--- src/rtl/dma_seq_pkg.sv ---
package dma_seq_pkg;
    typedef enum logic [2:0] {
        ST_IDLE,
        ST_HOLD,
        ST_REQ,
        ST_ADDR,
        ST_DATA
    } seq_state_t;
endpackage

--- src/rtl/dma_lane_calc.sv ---
// Bytes served by the current word and the lanes they occupy.
module dma_lane_calc #(
    parameter int LW = 12
) (
    input  logic [1:0]    off,
    input  logic [LW-1:0] rem,
    output logic [2:0]    nbytes,
    output logic [3:0]    mask
);
    logic [2:0] head;
    assign head   = 3'd4 - {1'b0, off};
    assign nbytes = (rem < LW'(head)) ? rem[2:0] : head;

    logic [3:0] lo_edge, hi_edge;
    assign lo_edge = {2'b00, off};
    assign hi_edge = {2'b00, off} + {1'b0, nbytes};

    for (genvar i = 0; i < 4; i++) begin : g_lane
        assign mask[i] = (4'(i) >= lo_edge) && (4'(i) < hi_edge);
    end
endmodule

--- src/rtl/dma_track.sv ---
// Address cursor and remaining byte count.
module dma_track #(
    parameter int BUS_W = 32,
    parameter int LW    = 12
) (
    input  logic             clk,
    input  logic             rst_n,
    input  logic             load,
    input  logic [BUS_W-1:0] ld_addr,
    input  logic [LW-1:0]    ld_len,
    input  logic             step,
    input  logic [2:0]       step_bytes,
    output logic [BUS_W-1:0] cur_addr,
    output logic [LW-1:0]    rem
);
    always_ff @(posedge clk) begin
        if (!rst_n) begin
            cur_addr <= '0;
            rem      <= '0;
        end else if (load) begin
            cur_addr <= ld_addr;
            rem      <= ld_len;
        end else if (step) begin
            cur_addr <= {cur_addr[BUS_W-1:2] + 1'b1, 2'b00};
            rem      <= rem - LW'(step_bytes);
        end
    end
endmodule

--- src/rtl/dma_room.sv ---
// Watermark comparisons now and one word ahead.
module dma_room #(
    parameter int FW = 6
) (
    input  logic          dir_wr,
    input  logic [FW-1:0] level,
    input  logic [FW-1:0] hi_wm,
    input  logic [FW-1:0] lo_wm,
    output logic          room_now,
    output logic          room_next
);
    localparam int XW = FW + 1;
    logic [XW-1:0] lvl_x, hi_x, lo_x;
    assign lvl_x = {1'b0, level};
    assign hi_x  = {1'b0, hi_wm};
    assign lo_x  = {1'b0, lo_wm};

    assign room_now  = dir_wr ? (level > lo_wm) : (level < hi_wm);
    assign room_next = dir_wr ? (lvl_x > lo_x + XW'(1)) : (lvl_x + XW'(1) < hi_x);
endmodule

--- src/rtl/dma_burst_seq.sv ---
module dma_burst_seq
    import dma_seq_pkg::*;
#(
    parameter int BUS_W = 32,
    parameter int LW    = 12,
    parameter int FW    = 6
) (
    input  logic             clk,
    input  logic             rst_n,
    input  logic             start,
    input  logic             dir_wr,
    input  logic [BUS_W-1:0] start_addr,
    input  logic [LW-1:0]    start_len,
    input  logic             burst_rd_en,
    input  logic             burst_wr_en,
    input  logic [FW-1:0]    fifo_level,
    input  logic [FW-1:0]    hi_wm,
    input  logic [FW-1:0]    lo_wm,
    input  logic [BUS_W-1:0] wr_word,
    output logic             bus_req,
    input  logic             bus_gnt,
    output logic             frame,
    output logic             addr_phase,
    output logic             data_phase,
    output logic [BUS_W-1:0] ad,
    output logic [3:0]       be_n,
    input  logic             trdy,
    output logic             fifo_push,
    output logic             fifo_pop,
    output logic             busy,
    output logic             done
);
    seq_state_t state_q, state_d;

    logic [BUS_W-1:0] cur_addr;
    logic [LW-1:0]    rem, rem_after;
    logic [2:0]       nbytes;
    logic [3:0]       mask;
    logic             room_now, room_next;
    logic             burst_ok, more, phase_done, load;

    dma_track #(.BUS_W(BUS_W), .LW(LW)) u_track (
        .clk(clk), .rst_n(rst_n), .load(load),
        .ld_addr(start_addr), .ld_len(start_len),
        .step(phase_done), .step_bytes(nbytes),
        .cur_addr(cur_addr), .rem(rem)
    );

    dma_lane_calc #(.LW(LW)) u_lane (
        .off(cur_addr[1:0]), .rem(rem), .nbytes(nbytes), .mask(mask)
    );

    dma_room #(.FW(FW)) u_room (
        .dir_wr(dir_wr), .level(fifo_level), .hi_wm(hi_wm), .lo_wm(lo_wm),
        .room_now(room_now), .room_next(room_next)
    );

    assign burst_ok   = dir_wr ? burst_wr_en : burst_rd_en;
    assign rem_after  = rem - LW'(nbytes);
    assign more       = burst_ok && (rem_after != '0) && room_next && bus_gnt;
    assign phase_done = (state_q == ST_DATA) && trdy;
    assign load       = (state_q == ST_IDLE) && start;

    // State register
    always_ff @(posedge clk) begin
        if (!rst_n) state_q <= ST_IDLE;
        else        state_q <= state_d;
    end

    // Next state
    always_comb begin
        state_d = state_q;
        unique case (state_q)
            ST_IDLE: if (start) state_d = ST_HOLD;
            ST_HOLD: begin
                if (rem == '0)    state_d = ST_IDLE;
                else if (room_now) state_d = ST_REQ;
            end
            ST_REQ:  if (bus_gnt) state_d = ST_ADDR;
            ST_ADDR: state_d = ST_DATA;
            ST_DATA: if (trdy && !more) state_d = ST_HOLD;
            default: state_d = ST_IDLE;
        endcase
    end

    // Outputs
    always_comb begin
        bus_req    = 1'b0;
        frame      = 1'b0;
        addr_phase = 1'b0;
        data_phase = 1'b0;
        ad         = '0;
        be_n       = 4'b1111;
        done       = 1'b0;
        unique case (state_q)
            ST_IDLE: ;
            ST_HOLD: done = (rem == '0);
            ST_REQ:  bus_req = 1'b1;
            ST_ADDR: begin
                bus_req    = 1'b1;
                frame      = 1'b1;
                addr_phase = 1'b1;
                ad         = {cur_addr[BUS_W-1:2], 2'b00};
            end
            ST_DATA: begin
                bus_req    = 1'b1;
                frame      = more;
                data_phase = 1'b1;
                ad         = dir_wr ? wr_word : '0;
                be_n       = dir_wr ? ~mask : 4'b0000;
            end
            default: ;
        endcase
    end

    assign fifo_push = phase_done && !dir_wr;
    assign fifo_pop  = phase_done && dir_wr;
    assign busy      = (state_q != ST_IDLE);
endmodule

--- config.mk ---
export PLATFORM = sky130hd
export DESIGN_NAME = dma_burst_seq
export DESIGN_NICKNAME = d
export VERILOG_FILES = /design/src/rtl/dma_seq_pkg.sv /design/src/rtl/dma_lane_calc.sv /design/src/rtl/dma_track.sv /design/src/rtl/dma_room.sv /design/src/rtl/dma_burst_seq.sv
export SDC_FILE = /design/constraint.sdc
export NUM_CORES = 1
export LEC_CHECK = 0
export ABC_CLOCK_PERIOD_IN_PS = 6700
export CORE_AREA = 2 2 100 102
export CTS_CLUSTER_SIZE = 24
export DETAILED_ROUTE_END_ITERATION = 10
export DIE_AREA = 0 0 102 104
export PLACE_DENSITY_LB_ADDON = 0.2
export SYNTH_ARGS = -nofsm -noshare
export SYNTH_HDL_FRONTEND = slang
export SYNTH_SLANG_ARGS = --single-unit
--- constraint.sdc ---
create_clock -name clk -period 6.7 [get_ports clk]
set_clock_uncertainty 0.2 [all_clocks]
set_input_delay 1.34 -clock clk [delete_from_list [all_inputs] [get_ports clk]]
set_output_delay 1.34 -clock clk [all_outputs]
set_load 0.01 [all_outputs]
# ---- After elaboration in Yosys (flattened, before gate mapping)
# Index checks and enable logic that the tools add are counted.
dict set report totals {
  out_inout_bits 44
  mem_bits_rw 0
  n_memories 0
  rom_bits 0
  latchBits 0
  input_bits 102
  register_bits 47
  elab_cells 75
}
dict set report classes {
  n_div 0
  n_reduce_logical 21
  eq_ne 8
  muxes 23
  n_mul 0
  n_lt_le_gt_ge 13
  add_sub_neg 6
  n_shift 0
  bitwise_logic 1
}
# op n
set op_table {}
lappend op_table {{$mux W32} 3}
lappend op_table {{$pmux W32 S2} 1}
lappend op_table {{$add A30 B1 Y30 const B} 1}
lappend op_table {{$mux W12} 2}
lappend op_table {{$mux W3} 6}
lappend op_table {{$pmux W3 S5} 1}
lappend op_table {{$add A6 B1 Y7 const B} 2}
lappend op_table {{$logic_and A1 B1 Y1} 12}
lappend op_table {{$logic_not A12 Y1} 1}
lappend op_table {{$lt A12 B3 Y1} 1}
lappend op_table {{$reduce_bool A12 Y1} 1}
lappend op_table {{$sub A12 B3 Y12} 1}
lappend op_table {{$lt A1 B4 Y1 const A} 2}
lappend op_table {{$lt A2 B4 Y1 const A} 2}
lappend op_table {{$mux W4} 2}
lappend op_table {{$gt A6 B7 Y1} 1}
lappend op_table {{$lt A7 B6 Y1} 1}
lappend op_table {{$mux W1} 7}
lappend op_table {{$eq A3 B2 Y1 const B} 2}
lappend op_table {{$gt A6 B6 Y1} 1}
lappend op_table {{$lt A6 B6 Y1} 1}
lappend op_table {{$add A2 B3 Y4} 1}
lappend op_table {{$ge A1 B2 Y1 const A} 2}
lappend op_table {{$ge A2 B2 Y1 const A} 2}
lappend op_table {{other kinds (14)} 16}

# ---- Longest topological paths before layout
dict set report logic_depth {
  ltp_word 12
  ltp_mapped 19
  ltp_nobuf 18
}

# ---- Hierarchy
# Synthesis repeated with hierarchy kept, for this count alone.
dict set report hier_totals {
  cells_unflattened 530
  hier_area_um2 4245.3
}
# module area_per_inst_um2 seq_area_each_um2 cells_per_inst n_inst
set by_module_without_submodules {}
lappend by_module_without_submodules {dma_track 2499.9 880.8 306 1}
lappend by_module_without_submodules {dma_burst_seq 777.0 60.1 101 1}
lappend by_module_without_submodules {dma_room 688.2 0.0 88 1}
lappend by_module_without_submodules {dma_lane_calc 280.3 0.0 35 1}

# ---- Least setup slack after synthesis
# OpenSTA, ideal clock, no wires.
dict set report synth_path {
  path_type {register -> output}
  start {register u_track.cur_addr[1]}
  end {output frame}
  stages_incl_launch_ff 19
  required_time_ps 5160
  path_buffers 1
  t_arrival_ps 3823
  path_slack_ps 1337
  cell_sequence {dfxtp_1 > inv_1 > ha_1 > inv_1 > ha_1 > or3b_1 > o211a_1 > nor2_4 > o21ai_0 > ha_1 > fa_1 > clkbuf_1 > or3_1 > o21ai_0 > a31oi_1 > o221ai_1 > o311ai_2 > a2bb2oi_2 > or2_1}
}
dict set report synth_between {
  elab_chain_len 9
}
# element line
set synth_rtl {}
lappend synth_rtl {{start: declaration} dma_track.sv:13} ;# output logic [BUS_W-1:0] cur_addr,
lappend synth_rtl {{start signal: assignment} dma_track.sv:21} ;# cur_addr <= ld_addr;
lappend synth_rtl {{start signal: assignment} dma_track.sv:24} ;# cur_addr <= {cur_addr[BUS_W-1:2] + 1'b1, 2'b00};
lappend synth_rtl {{$sub A3 B2 Y3 *} dma_lane_calc.sv:11} ;# assign head = 3'd4 - {1'b0, off};
lappend synth_rtl {{$lt A12 B3 Y1} dma_lane_calc.sv:12} ;# assign nbytes = (rem < LW'(head)) ? rem[2:0] : head;
lappend synth_rtl {{$mux W3 *} dma_lane_calc.sv:12}
lappend synth_rtl {{$sub A12 B3 Y12 *} dma_burst_seq.sv:59} ;# assign rem_after = rem - LW'(nbytes);
lappend synth_rtl {{$reduce_bool A12 Y1 *} dma_burst_seq.sv:60} ;# assign more = burst_ok && (rem_after != '0) && room_next && bus_gnt;
lappend synth_rtl {{$logic_and A1 B1 Y1 * (3 in series)} dma_burst_seq.sv:60}
lappend synth_rtl {{$pmux W1 S2 *} dma_burst_seq.sv:95} ;# unique case (state_q)
lappend synth_rtl {{end: declaration} dma_burst_seq.sv:22} ;# output logic frame,
# Every way passes the cells marked *; elsewhere a longest branch is shown, timed or not.

# ---- Final worst setup path
# Same ends and word-level chain as after synthesis.

==> flow_metrics.tcl <==
set metrics [dict create \
    cts_tree "built" \
    worst_setup_path_start_kind "register" \
    seq_area_um2 943 \
    htree_levels 2 \
    synth-seq-cells 47 \
    first_global_vias 4614 \
    antenna_left 0 \
    dieArea_mm2 0.0106 \
    vias_per_cell 5.86 \
    nets 819 \
    clk_latency_ns 0.31 \
    crit_chain "inv_1 > ha_1 > inv_1 > ha_1 > or3b_1 > o211a_2 > nor2_4 > o21ai_0 > ha_1 > fa_2 > inv_1 > o31ai_1 > o221a_1 > o311ai_2 > a2bb2oi_2 > or2_1 > clkdlybuf4s50_1" \
    drtPass1Iterations 5 \
    cts-buffers-inserted 5 \
    grt_overflow 0 \
    multi_input_area_mm2 0.00304 \
    wl_mm 13.5 \
    min_path_type "reg -> reg" \
    antenna_found_initial 0 \
    drv_cap 0 \
    dp_cells 807 \
    drive_above_1_share_pct 4.99 \
    grt_max_degree 37 \
    drv_slew 0 \
    critPathMaxFanout 9 \
    die_height_um 104 \
    gp_congestion 0.895 \
    worst_setup_path_end_kind "primary output" \
    grt_first_pass_wirelength_mm 22.2 \
    tns_ns 0 \
    layout_setup_ws_ns 0.319 \
    netlist_area_mm2 0.00422 \
    ir_worst_vdd_mv 0.0935 \
    required_ns 5.16 \
    hold_buffers 0 \
    path_class "reg -> out" \
    power_density_mw_per_mm2 214 \
    clockRootBuffer "clkbuf_8" \
    critical_path_buf_inv_count 4 \
    yosysWarnings 0 \
    io_buffers 145 \
    cts_sinks 47 \
    critPathTopFamily "compound AO/OA/AOI/OAI gates" \
    synthArstFlopShare_pct 0 \
    drtIter0Drc 173 \
    io_pins 146 \
    rsz0062_at_grt "no" \
    synth_nets 691 \
    relSlewSlack_pct 22.3 \
    wl_per_cell_um 16.6 \
    hold_violations 0 \
    final_cell_mix "clkdlybuf4s50_1 (145), nor2_1 (53), dfxtp_1 (45)" \
    post-route-period-util_pct 95.2 \
    clock.fmax_mhz 157 \
    outcome "finished clean" \
    cts_setup_buffers 0 \
    clk_transition_reported_paths_ns 0.10 \
    rows 36 \
    synth_area_per_cell_um2 7.64 \
    hpwlAfterDp_mm 10.2 \
    layout-area-overhead-vs-synth_pct 38.3 \
    ys_types 75 \
    ys_seq_area_share_pct 22.3 \
    n_antenna_cell 0 \
    setup_viol 0 \
    critPathSlowestCell "clkdlybuf4s50_1" \
    utilization_pct 61.2 \
    yosys.area.top_type_share_pct 22.3 \
    yosys_most_used_dff "dfxtp_1" \
    dp_slack_ns 0.462 \
    ys_top_cells_by_area "dfxtp_1 (22%), ha_1 (10%), a22o_1 (6.2%)" \
    start_util_pct 44.2 \
    hold_ws_ns 0.308 \
    core_area_mm2 0.00955 \
    drcViolationCount 0 \
    dieWidth_um 102 \
    yosys.area.top_type "dfxtp_1" \
    synthCells 553 \
    clock_path_buffers 2 \
    cp_slowest_stage_delay_ns 0.54 \
    mostFrequentLayoutCell "clkdlybuf4s50_1" \
    synth-edff-count 0 \
    via_count 4771 \
    critPathArrivalTime_ns 4.84 \
    worst_slew_pin_slew_ns 1.16 \
    stdcell_count 814 \
    cellLeakagePower_nw 2.16 \
    num-fill-cells 900 \
    track_usage_pct 25.3 \
    min_period_ns 6.38 \
]
## logic make-up (layout without fill, tap and decap cells)
kind of cell,Yosys count,after routing,share of synthesized area (%)
xor+xnor,19,19,3.94
compound gates,181,181,30.5
mux,4,4,0.978
fa+ha+maj,36,36,11.0
buf+inv,62,190,5.93
simple gates,204,204,25.4
flops,47,47,22.3
## final timing paths
check / from / endpoint / slack, ns / cells past startpoint
worst min register to register: u_track.rem[11] / u_track.rem[11] / 0.31 / 2
worst max-delay path: u_track.cur_addr[1] / frame / 0.32 / 17
worst min-delay path: u_track.rem[11] / u_track.rem[11] / 0.31 / 2
worst max register to register: u_track.cur_addr[1] / u_track.rem[11] / 2.33 / 17
## cells in the mapped netlist (all sizes together) (2+ instances only)
library cell / number
nor4: 5
and4: 4
nor3: 28
a2111oi: 2
o21ai: 32
o21a: 4
nand3: 21
o22ai: 2
nand3b: 2
xor2: 6
nor2b: 4
inv: 33
a21o: 2
a211oi: 11
or3: 2
xnor2: 13
o311ai: 4
fa: 2
nand4: 10
o221ai: 5
nand2: 43
mux2i: 3
a221oi: 7
a31oi: 6
clkbuf: 22
nor2: 56
o211ai: 10
and2: 5
a22o: 30
dfxtp: 47
a311oi: 3
nor4b: 2
buf: 6
ha: 34
nand2b: 5
a211o: 3
a22oi: 6
and3: 11
a21oi: 43
## registers in the layout, summed over array words and instances (netlist names)
name and count:
state_q 3, u_track.cur_addr 32, u_track.rem 12
## metrics by stage
stage          power, mW  cell area (um^2)
5_1_grt             1.34              5840
3_5_place_dp        1.06              5750
4_1_cts             1.24              5840
3_3_place_gp        1.05              5750
6_report            1.25              5840
2_1_floorplan      0.835              4220
## tightest hold or removal path, cell delays in order (launching register included)
cell and delay, ns:
dfxtp_1 0.34, nand3_1 0.07, a21oi_1 0.05
## area by class of cell
class	instances	share of cell area, %
clock inverter	2	0.236
timing repair buffer	149	25.4
tap	133	2.85
inverter	34	2.19
sequential	47	16.2
clock buffer	5	1.18
multi-input combinational	444	52.0
## where the power goes
| group | switching (mW) | internal, mW |
|---|---|---|
| clock network | 0.108 | 0.0719 |
| registers | 0.0756 | 0.331 |
| logic | 0.367 | 0.296 |
## per-layer routing
layer,track usage [%],wire [um],vias to the layer above
li1,-,-,2342
met1,33.3,5980,2267
met2,42.8,6660,139
met3,3.56,671,23
met4,6.95,234,0
met5,0,0,-
## timing repair
item                                    4_1_cts  5_1_grt
endpoints found under the hold margin         0        0
gates resized for setup                       0        4
endpoints found under the setup margin        0        1
Note: power is estimated with default switching activity, not from simulation.
